`src/rtl/adc_alert_pkg.sv`:
```
package adc_alert_pkg;

  typedef struct packed {
    logic wrLo;
    logic wrHi;
  } thrStrobe_t;

  typedef enum logic [1:0] {
    SRC_COMPARE   = 2'd0,
    SRC_RDY_SHOT  = 2'd1,
    SRC_RDY_CONT  = 2'd2
  } pinSrc_t;

endpackage

```
`src/rtl/thr_datapath.sv`:
```
module thr_datapath
  import adc_alert_pkg::*;
#(
  parameter int DATA_W = 16
) (
  input  logic              clk,
  input  logic              rstN,
  input  thrStrobe_t        strb,
  input  logic [DATA_W-1:0] wrData,
  input  logic              regSel,
  input  logic [DATA_W-1:0] convResult,
  output logic [DATA_W-1:0] rdData,
  output logic              aboveHi,
  output logic              belowLo,
  output logic              readyMode
);

  localparam int MSB = DATA_W - 1;
  localparam logic [DATA_W-1:0] LO_RESET = {1'b1, {(DATA_W-1){1'b0}}};
  localparam logic [DATA_W-1:0] HI_RESET = {1'b0, {(DATA_W-1){1'b1}}};

  logic [DATA_W-1:0] loReg;
  logic [DATA_W-1:0] hiReg;

  always_ff @(posedge clk) begin
    if (!rstN) begin
      loReg <= LO_RESET;
      hiReg <= HI_RESET;
    end else begin
      if (strb.wrLo) loReg <= wrData;
      if (strb.wrHi) hiReg <= wrData;
    end
  end

  always_comb begin
    rdData    = regSel ? hiReg : loReg;
    aboveHi   = $signed(convResult) >= $signed(hiReg);
    belowLo   = $signed(convResult) <  $signed(loReg);
    readyMode = hiReg[MSB] & ~loReg[MSB];
  end

  p_lo_hold_r1: assert property (@(posedge clk) disable iff (!rstN)
    !strb.wrLo |=> $stable(loReg));
  p_hi_hold_r1: assert property (@(posedge clk) disable iff (!rstN)
    !strb.wrHi |=> $stable(hiReg));
  p_hi_write_r1: assert property (@(posedge clk) disable iff (!rstN)
    strb.wrHi |=> hiReg == $past(wrData));
  p_lo_write_r1: assert property (@(posedge clk) disable iff (!rstN)
    strb.wrLo |=> loReg == $past(wrData));

endmodule

```
`src/rtl/thr_control.sv`:
```
module thr_control
  import adc_alert_pkg::*;
(
  input  logic       clk,
  input  logic       rstN,
  input  logic       wrEn,
  input  logic       regSel,
  input  logic       readyMode,
  input  logic       contMode,
  input  logic       opStatus,
  input  logic       convDone,
  input  logic       aboveHi,
  input  logic       belowLo,
  output thrStrobe_t strb,
  output logic       alertN
);

  pinSrc_t pinSrc;
  logic    tripped;
  logic    trippedNext;
  logic    pinNext;

  always_comb begin
    strb.wrLo = wrEn & ~regSel;
    strb.wrHi = wrEn &  regSel;
  end

  always_comb begin
    if (!readyMode)    pinSrc = SRC_COMPARE;
    else if (contMode) pinSrc = SRC_RDY_CONT;
    else               pinSrc = SRC_RDY_SHOT;
  end

  always_comb begin
    trippedNext = tripped;
    if (pinSrc == SRC_COMPARE && convDone) begin
      if (aboveHi)      trippedNext = 1'b1;
      else if (belowLo) trippedNext = 1'b0;
    end
    unique case (pinSrc)
      SRC_RDY_SHOT: pinNext = opStatus;
      SRC_RDY_CONT: pinNext = ~convDone;
      default:      pinNext = ~trippedNext;
    endcase
  end

  always_ff @(posedge clk) begin
    if (!rstN) begin
      tripped <= 1'b0;
      alertN  <= 1'b1;
    end else begin
      tripped <= trippedNext;
      alertN  <= pinNext;
    end
  end

  p_strobe_onehot_r1: assert property (@(posedge clk) disable iff (!rstN)
    $onehot0({strb.wrLo, strb.wrHi}));
  p_single_status_r4: assert property (@(posedge clk) disable iff (!rstN)
    (readyMode && !contMode) |=> alertN == $past(opStatus));
  p_cont_pulse_r5: assert property (@(posedge clk) disable iff (!rstN)
    (readyMode && contMode && convDone) |=> !alertN);
  p_cont_idle_r5: assert property (@(posedge clk) disable iff (!rstN)
    (readyMode && contMode && !convDone) |=> alertN);
  p_trip_r6: assert property (@(posedge clk) disable iff (!rstN)
    (!readyMode && convDone && aboveHi) |=> !alertN);
  p_release_r7: assert property (@(posedge clk) disable iff (!rstN)
    (!readyMode && convDone && belowLo && !aboveHi) |=> alertN);
  p_hold_r8: assert property (@(posedge clk) disable iff (!rstN)
    (!readyMode && $past(!readyMode) && (!convDone || (!aboveHi && !belowLo)))
      |=> $stable(alertN));

endmodule

```
`src/rtl/adc_alert_top.sv`:
```
module adc_alert_top
  import adc_alert_pkg::*;
#(
  parameter int DATA_W = 16
) (
  input  logic              clk,
  input  logic              rstN,
  input  logic              regSel,
  input  logic [DATA_W-1:0] wrData,
  input  logic              wrEn,
  output logic [DATA_W-1:0] rdData,
  input  logic [DATA_W-1:0] convResult,
  input  logic              convDone,
  input  logic              contMode,
  input  logic              opStatus,
  output logic              alertN
);

  thrStrobe_t strb;
  logic       aboveHi;
  logic       belowLo;
  logic       readyMode;

  thr_datapath #(.DATA_W(DATA_W)) i_dp (
    .clk        (clk),
    .rstN       (rstN),
    .strb       (strb),
    .wrData     (wrData),
    .regSel     (regSel),
    .convResult (convResult),
    .rdData     (rdData),
    .aboveHi    (aboveHi),
    .belowLo    (belowLo),
    .readyMode  (readyMode)
  );

  thr_control i_ctl (
    .clk       (clk),
    .rstN      (rstN),
    .wrEn      (wrEn),
    .regSel    (regSel),
    .readyMode (readyMode),
    .contMode  (contMode),
    .opStatus  (opStatus),
    .convDone  (convDone),
    .aboveHi   (aboveHi),
    .belowLo   (belowLo),
    .strb      (strb),
    .alertN    (alertN)
  );

  p_reset_pin_r9: assert property (@(posedge clk)
    !rstN |=> alertN);

endmodule

```
`config.mk`:
```
export PLATFORM = sky130hd
export DESIGN_NAME = adc_alert_top
export DESIGN_NICKNAME = d
export VERILOG_FILES = /design/src/rtl/adc_alert_pkg.sv /design/src/rtl/thr_datapath.sv /design/src/rtl/thr_control.sv /design/src/rtl/adc_alert_top.sv
export SDC_FILE = /design/constraint.sdc
export NUM_CORES = 1
export LEC_CHECK = 0
export ABC_AREA = 1
export BUFFER_PORTS_ARGS = -buffer_cell sky130_fd_sc_hd__buf_2
export CORE_UTILIZATION = 35
export CTS_BUF_LIST = sky130_fd_sc_hd__clkbuf_4 sky130_fd_sc_hd__clkbuf_8
export DETAILED_ROUTE_END_ITERATION = 8
export GPL_ROUTABILITY_DRIVEN = 1
export HOLD_SLACK_MARGIN = 0.06
export PLACE_DENSITY = 0.69
export SLEW_MARGIN = 10
export SYNTH_ARGS = -nofsm -noshare
export SYNTH_HDL_FRONTEND = slang
export SYNTH_SLANG_ARGS = --single-unit
```
`constraint.sdc`:
```
create_clock -name clk -period 2 [get_ports clk]
set_clock_uncertainty 0.05 [all_clocks]
set_input_delay 0 -clock clk [delete_from_list [all_inputs] [get_ports clk]]
set_output_delay 0 -clock clk [all_outputs]
set_load 0.005 [all_outputs]
```
==> results.cfg, run 1 <==
[global_route]
grt_max_degree = 35
top_usage_layer = met2
grt_use_met1_pct = 20.7
grt_first_pass_wirelength_um = 8650
grt_overflow = 0
use_met2_pct = 30.3
antenna_found_initial = 0
use_met3_pct = 3.64
grt_usage_pct = 17.4
grt_pass1_vias = 2093

[power_and_ir_drop]
leakage_nw = 1.49
power_mw = 1.80
peakVddDrop_uv = 270
powerDensity_nw_per_um2 = 636

[clock_tree]
root_buffer = clkbuf_8
cts_tree = yes
htree_levels = 2
worstSkewPairLatency_ps = 300
cts_resized = 0
clock_sinks = 34
cts.clk_slew.worst_paths_ps = 80
clk_path_buf_depth = 2
cts_made_buffers = 5

[worst_setup_path]
cp.arrival_ps = 1840
worstSetupPathType = reg2reg
cp_cell_sequence = inv_1 > ha_1 > nand2_1 > clkinv_1 > o21ai_1 > nand2_1 > nor2_2 > nand3b_1 > nand3_1 > nand2_1 > nand3_1 > nand2_1
max_stage_delay_ps = 330
critical-path-slowest-cell = dfxtp_1
r2r_slack_ps = 300
cpMostUsedCell = nand2_1
cp.required_ps = 2140
start_kind = register
end_kind = register
critPathMaxFanout = 4

[yosys]
synth_xor_area_share_pct = 0
syn_avg_cell_area_um2 = 7.07
synth-adder-area-share_pct = 17.9
yosys.area_share.simple_pct = 18.3
netlist_area_um2 = 2160
synth_top_family_by_area = compound AO/OA/AOI/OAI gates
synthDistinctLibCells = 25
synth-edff-count = 0
synth_warnings = 0
async_flop_share_pct = 0
synth_ff_type = dfxtp_1
synth-compound-area-share_pct = 21.2
synthMuxAreaShare_pct = 0
syn_inst = 306
yosysSeqAreaShare_pct = 31.5
synth-seq-cells = 34
synth_fp_nets = 376

[sta]
slew_headroom_pct = 60.8
rsz0062_at_grt = no
tightestPinTransition_ps = 588
fin_crit_sh_pct = 85.0
fmax_mhz = 588
min_period_ps = 1700
final-setup-viol-count = 0
slew_violations = 0
setup_tns_ps = 0
hold_viol = 0

[hold_path]
hold_class = in2reg

[job]
cap_violations = 0

[floorplan]
ios = 56
dieArea_um2 = 6500
initial_core_util_pct = 36.3
row_count = 28
dieHeight_um = 80.6
coreArea_um2 = 5960
fp.dieW_um = 80.6

[detailed_routing]
drc = 0
drt-initial-drc-count = 48
wl_per_cell_um = 11.3
via_count = 2154
avgViaCountPerCell = 4.72
routed_wl_um = 5170
ant_nets = 0
drt_pass1_iterations = 4

[placement]
dp_hpwl_um = 3940
gp_congestion = 0.814
portBuffers = 55

[cells_and_area]
multi_input_area_um2 = 1240
fillCellCount = 627
nets = 450
final_common_cell = nand2_1
drive_gt1_share_pct = 18.6
antenna_cells = 0
final_cell_mix = nand2_1 (74), buf_2 (55), inv_1 (47)
syn_to_final_growth_pct = 31.0
seq_area_um2 = 681

[outcome]
status = finished, final reports clean
## cell usage after synthesis (2+ instances only)
cell type   n  area [µm²]
o21ai_1     3        15.0
nor2_2      2        12.5
inv_1      47         176
a21oi_1    27         135
dfxtp_1    34         681
nand2_1    74         278
clkbuf_1    7        26.3
ha_1       31         388
o211ai_1   15         113
o21ai_0    33         165
nor2_1     10        37.5
buf_2       3        15.0
nand3_1     8        40.0
## flip-flops by register name (all words and copies together) (netlist names), named ones only
signal and count:
i_dp.loReg 16, i_ctl.alertN 1, i_dp.hiReg 16
## critical path, delay by kind of cell, from the launching register on
kind / cells / cell delay (ps)
AOI/OAI and AO/OA: 1 / 80
adders and majority gates: 1 / 320
buffers and inverters: 2 / 150
DFF: 1 / 330
and+or+nand+nor: 8 / 660
## what timing repair did
item,in CTS,in global routing
hold endpoints to repair,34,0
setup buffers,0,0
hold buffers,21,0
## per-stage QoR
stage / worst slack [ps] / util (%) / instances / hold slack [ps] / area, µm²
floorplan: 475 / - / 306 / 33.3 / 2160
global placement: 355 / 42.2 / 427 / 178 / 2510
detailed placement: 326 / 42.2 / 427 / 184 / 2510
CTS: 288 / 47.5 / 456 / 131 / 2830
global route: 140 / 47.5 / 456 / 174 / 2830
finish: 300 / 47.5 / 456 / 137 / 2830
## layer usage
metal,up-vias,share of wire (%)
met3,6,3.6
met4,0,1.3
li1,1148,-
met1,962,48
met2,38,47
met5,-,0
## report_power, final
part           switching (mW)  total, mW  internal (mW)
registers              0.0174      0.741          0.724
clock network           0.264      0.631          0.367
logic                   0.233      0.428          0.195
total                   0.515       1.80           1.29
## final cells by class
type / count / area share, %
Inverter: 49 / 6.50
Clock inverter: 3 / 1.41
Sequential cell: 34 / 24.0
Timing Repair Buffer: 79 / 18.4
Clock buffer: 5 / 2.43
Multi-Input combinational cell: 211 / 43.9
Tap cell: 75 / 3.31
## cells by family after synthesis
| family | after synthesis |
|---|---|
| buf+inv | 61 |
| fa+ha+maj | 31 |
| flops | 34 |
| simple gates | 98 |
| compound gates | 82 |
## final timing paths
| kind | start | to | cells past startpoint |
|---|---|---|---|
| max | i_dp.hiReg[15] | i_ctl.alertN | 12 |
| min | regSel | i_dp.hiReg[15] | 3 |
| max reg2reg | i_dp.hiReg[15] | i_ctl.alertN | 12 |
| min reg2reg | register | register | 2 |
Note: power is estimated with default switching activity, not from simulation.
==> inputs of run 2 (changes only) <==
--- a/config.mk
+++ b/config.mk
@@ -7,6 +7,7 @@
 export LEC_CHECK = 0
 export ABC_AREA = 1
 export BUFFER_PORTS_ARGS = -buffer_cell sky130_fd_sc_hd__buf_2
+export CORE_MARGIN = 8
 export CORE_UTILIZATION = 35
 export CTS_BUF_LIST = sky130_fd_sc_hd__clkbuf_4 sky130_fd_sc_hd__clkbuf_8
 export DETAILED_ROUTE_END_ITERATION = 8
==> run 2 against run 1 <==
Against the previous run: final area fell by 0.13%; final cell count rose by 0.22%; first-iteration DRC count rose by 110%; total power fell by 4.9%; clock power fell by 14%; register-to-register slack barely moved; critical path depth fell by 4.
==> results.cfg, run 2 (synthesis gave the netlist of run 1 again) <==
[power_and_ir_drop]
power.switching_mw = 0.502
power_frac_comb_pct = 25.0
peakVddDrop_uv = 260
switching_share_pct = 29.3
leakage_nw = 1.48
p_seq_share_pct = 43.3
p_int_mw = 1.21
powerDensity_nw_per_um2 = 605
clkPwrFrac_pct = 31.7

[sta]
rsz0062_at_grt = no
slew_headroom_pct = 62.8
final-setup-viol-count = 0
min_period_ps = 1770
fin_crit_sh_pct = 88.3
fmax_mhz = 566
tightestPinTransition_ps = 558
setup_tns_ps = 0
hold_viol = 0
slew_violations = 0

[worst_setup_path]
end_kind = register
worstSetupEndpoint = i_dp.hiReg[0]
crit_start = wrEn
worstSetupPathType = in2reg
cp.arrival_ps = 1890
r2r_slack_ps = 310
critPathMaxFanout = 21
start_kind = primary input
reg2reg_depth = 12
r2r_end = i_ctl.alertN
regToRegStartpoint = i_dp.hiReg[15]
cp.required_ps = 2130

[floorplan]
coreArea_um2 = 5960
ios = 56
fp.dieW_um = 94.6
row_count = 28
initial_core_util_pct = 36.3
dieHeight_um = 94.6
dieArea_um2 = 8950

[cells_and_area]
multi_input_area_um2 = 1240
final_cell_count_no_fill = 457
final_common_cell = nand2_1
antenna_cells = 0
fillCellCount = 627
drive_gt1_share_pct = 18.6
seq_area_um2 = 681
nets = 451
final_cell_mix = nand2_1 (74), buf_2 (55), inv_1 (47)
reg.largest.list = i_dp.hiReg: 16 flops, i_dp.loReg: 16 flops, i_ctl.alertN: 1 flops
syn_to_final_growth_pct = 30.8

[hold_path]
hold_class = in2reg

[clock_tree]
clock_sinks = 34
cts_made_buffers = 5
cts_resized = 0
postCtsSetupRepairBufs = 0
cts.clk_slew.worst_paths_ps = 70
htree_levels = 2
root_buffer = clkbuf_8
cts_tree = yes
clk_path_buf_depth = 2
holdBufCountCts = 22
worstSkewPairLatency_ps = 290

[global_route]
grt_overflow = 0
grt_usage_pct = 12.6
grt_max_degree = 35
grt_first_pass_wirelength_um = 9000
antenna_found_initial = 0
grt_pass1_vias = 2089

[detailed_routing]
wl_met3_um = 367
drc = 0
avgViaCountPerCell = 4.77
routedLengthMet1_um = 2430
wl_per_cell_um = 12.0
ant_nets = 0
routed.top_layer = met4
drt-initial-drc-count = 101
drt_pass1_iterations = 4
via_count = 2181
routed_wl_um = 5490
dr_wl_met2_um = 2620

[placement]
dp_cells = 427
gp_congestion = 0.808
portBuffers = 55
dp_hpwl_um = 4230

[outcome]
status = finished, final reports clean

[job]
cap_violations = 0
==> run 2: cell count changes in the layout (fill, tap and decap cells not counted), sizes merged <==
cell         change
bufinv           -1
clkbuf           +2
clkinv           -1
dlygate4sd3      +1
==> run 2: final cells by class <==
type,instances,area share [%]
well taps,75,3.32
repair buffers,80,18.8
inverters,49,6.50
multi-input cells,211,44.0
clock buffers,7,3.19
clock inverters,1,0.177
flip-flops and latches,34,24.1
==> run 2: layer usage <==
metal / GRT usage [%] / vias to the layer above
met5: 0 / -
met4: 5.46 / 0
met3: 3.57 / 4
met2: 21.5 / 61
met1: 14.4 / 962
li1: - / 1154
==> run 2: power groups by stage <==
stage	Combinational [mW]	Clock, mW	Sequential [mW]
2_1_floorplan	0.255	0	0.753
3_3_place_gp	0.391	0	0.755
3_5_place_dp	0.400	0	0.757
4_1_cts	0.435	0.557	0.741
5_1_grt	0.493	0.587	0.746
6_report	0.429	0.542	0.741
==> run 2: per-stage QoR <==
step	hold WS, ps	utilization (%)	instance area, µm²	power, mW	setup WS (ps)
2_1_floorplan	33.3	-	2160	1.01	475
3_3_place_gp	178	42.2	2510	1.15	365
3_5_place_dp	183	42.2	2510	1.16	330
4_1_cts	110	47.5	2830	1.73	278
5_1_grt	184	47.5	2830	1.83	106
6_report	120	47.5	2830	1.71	235
==> run 2: critical path: stages <==
cell,delay (ps)
dlygate4sd3_1,530
buf_2,130
nand2_1,110
inv_1,190
buf_12,220
nand2_1,60
nand3_1,60
dlygate4sd3_1,590
==> run 2: worst min path at each step <==
stage	endpoint	slack, ps	depth (start not counted)	from
floorplan	rdData[15]	30	1	regSel
global placement	i_dp.hiReg[1]	180	3	wrData[1]
detailed placement	i_dp.hiReg[0]	180	3	wrData[0]
CTS	i_dp.hiReg[15]	110	4	regSel
global route	i_dp.hiReg[6]	180	2	rstN
finish	i_dp.hiReg[15]	120	4	regSel
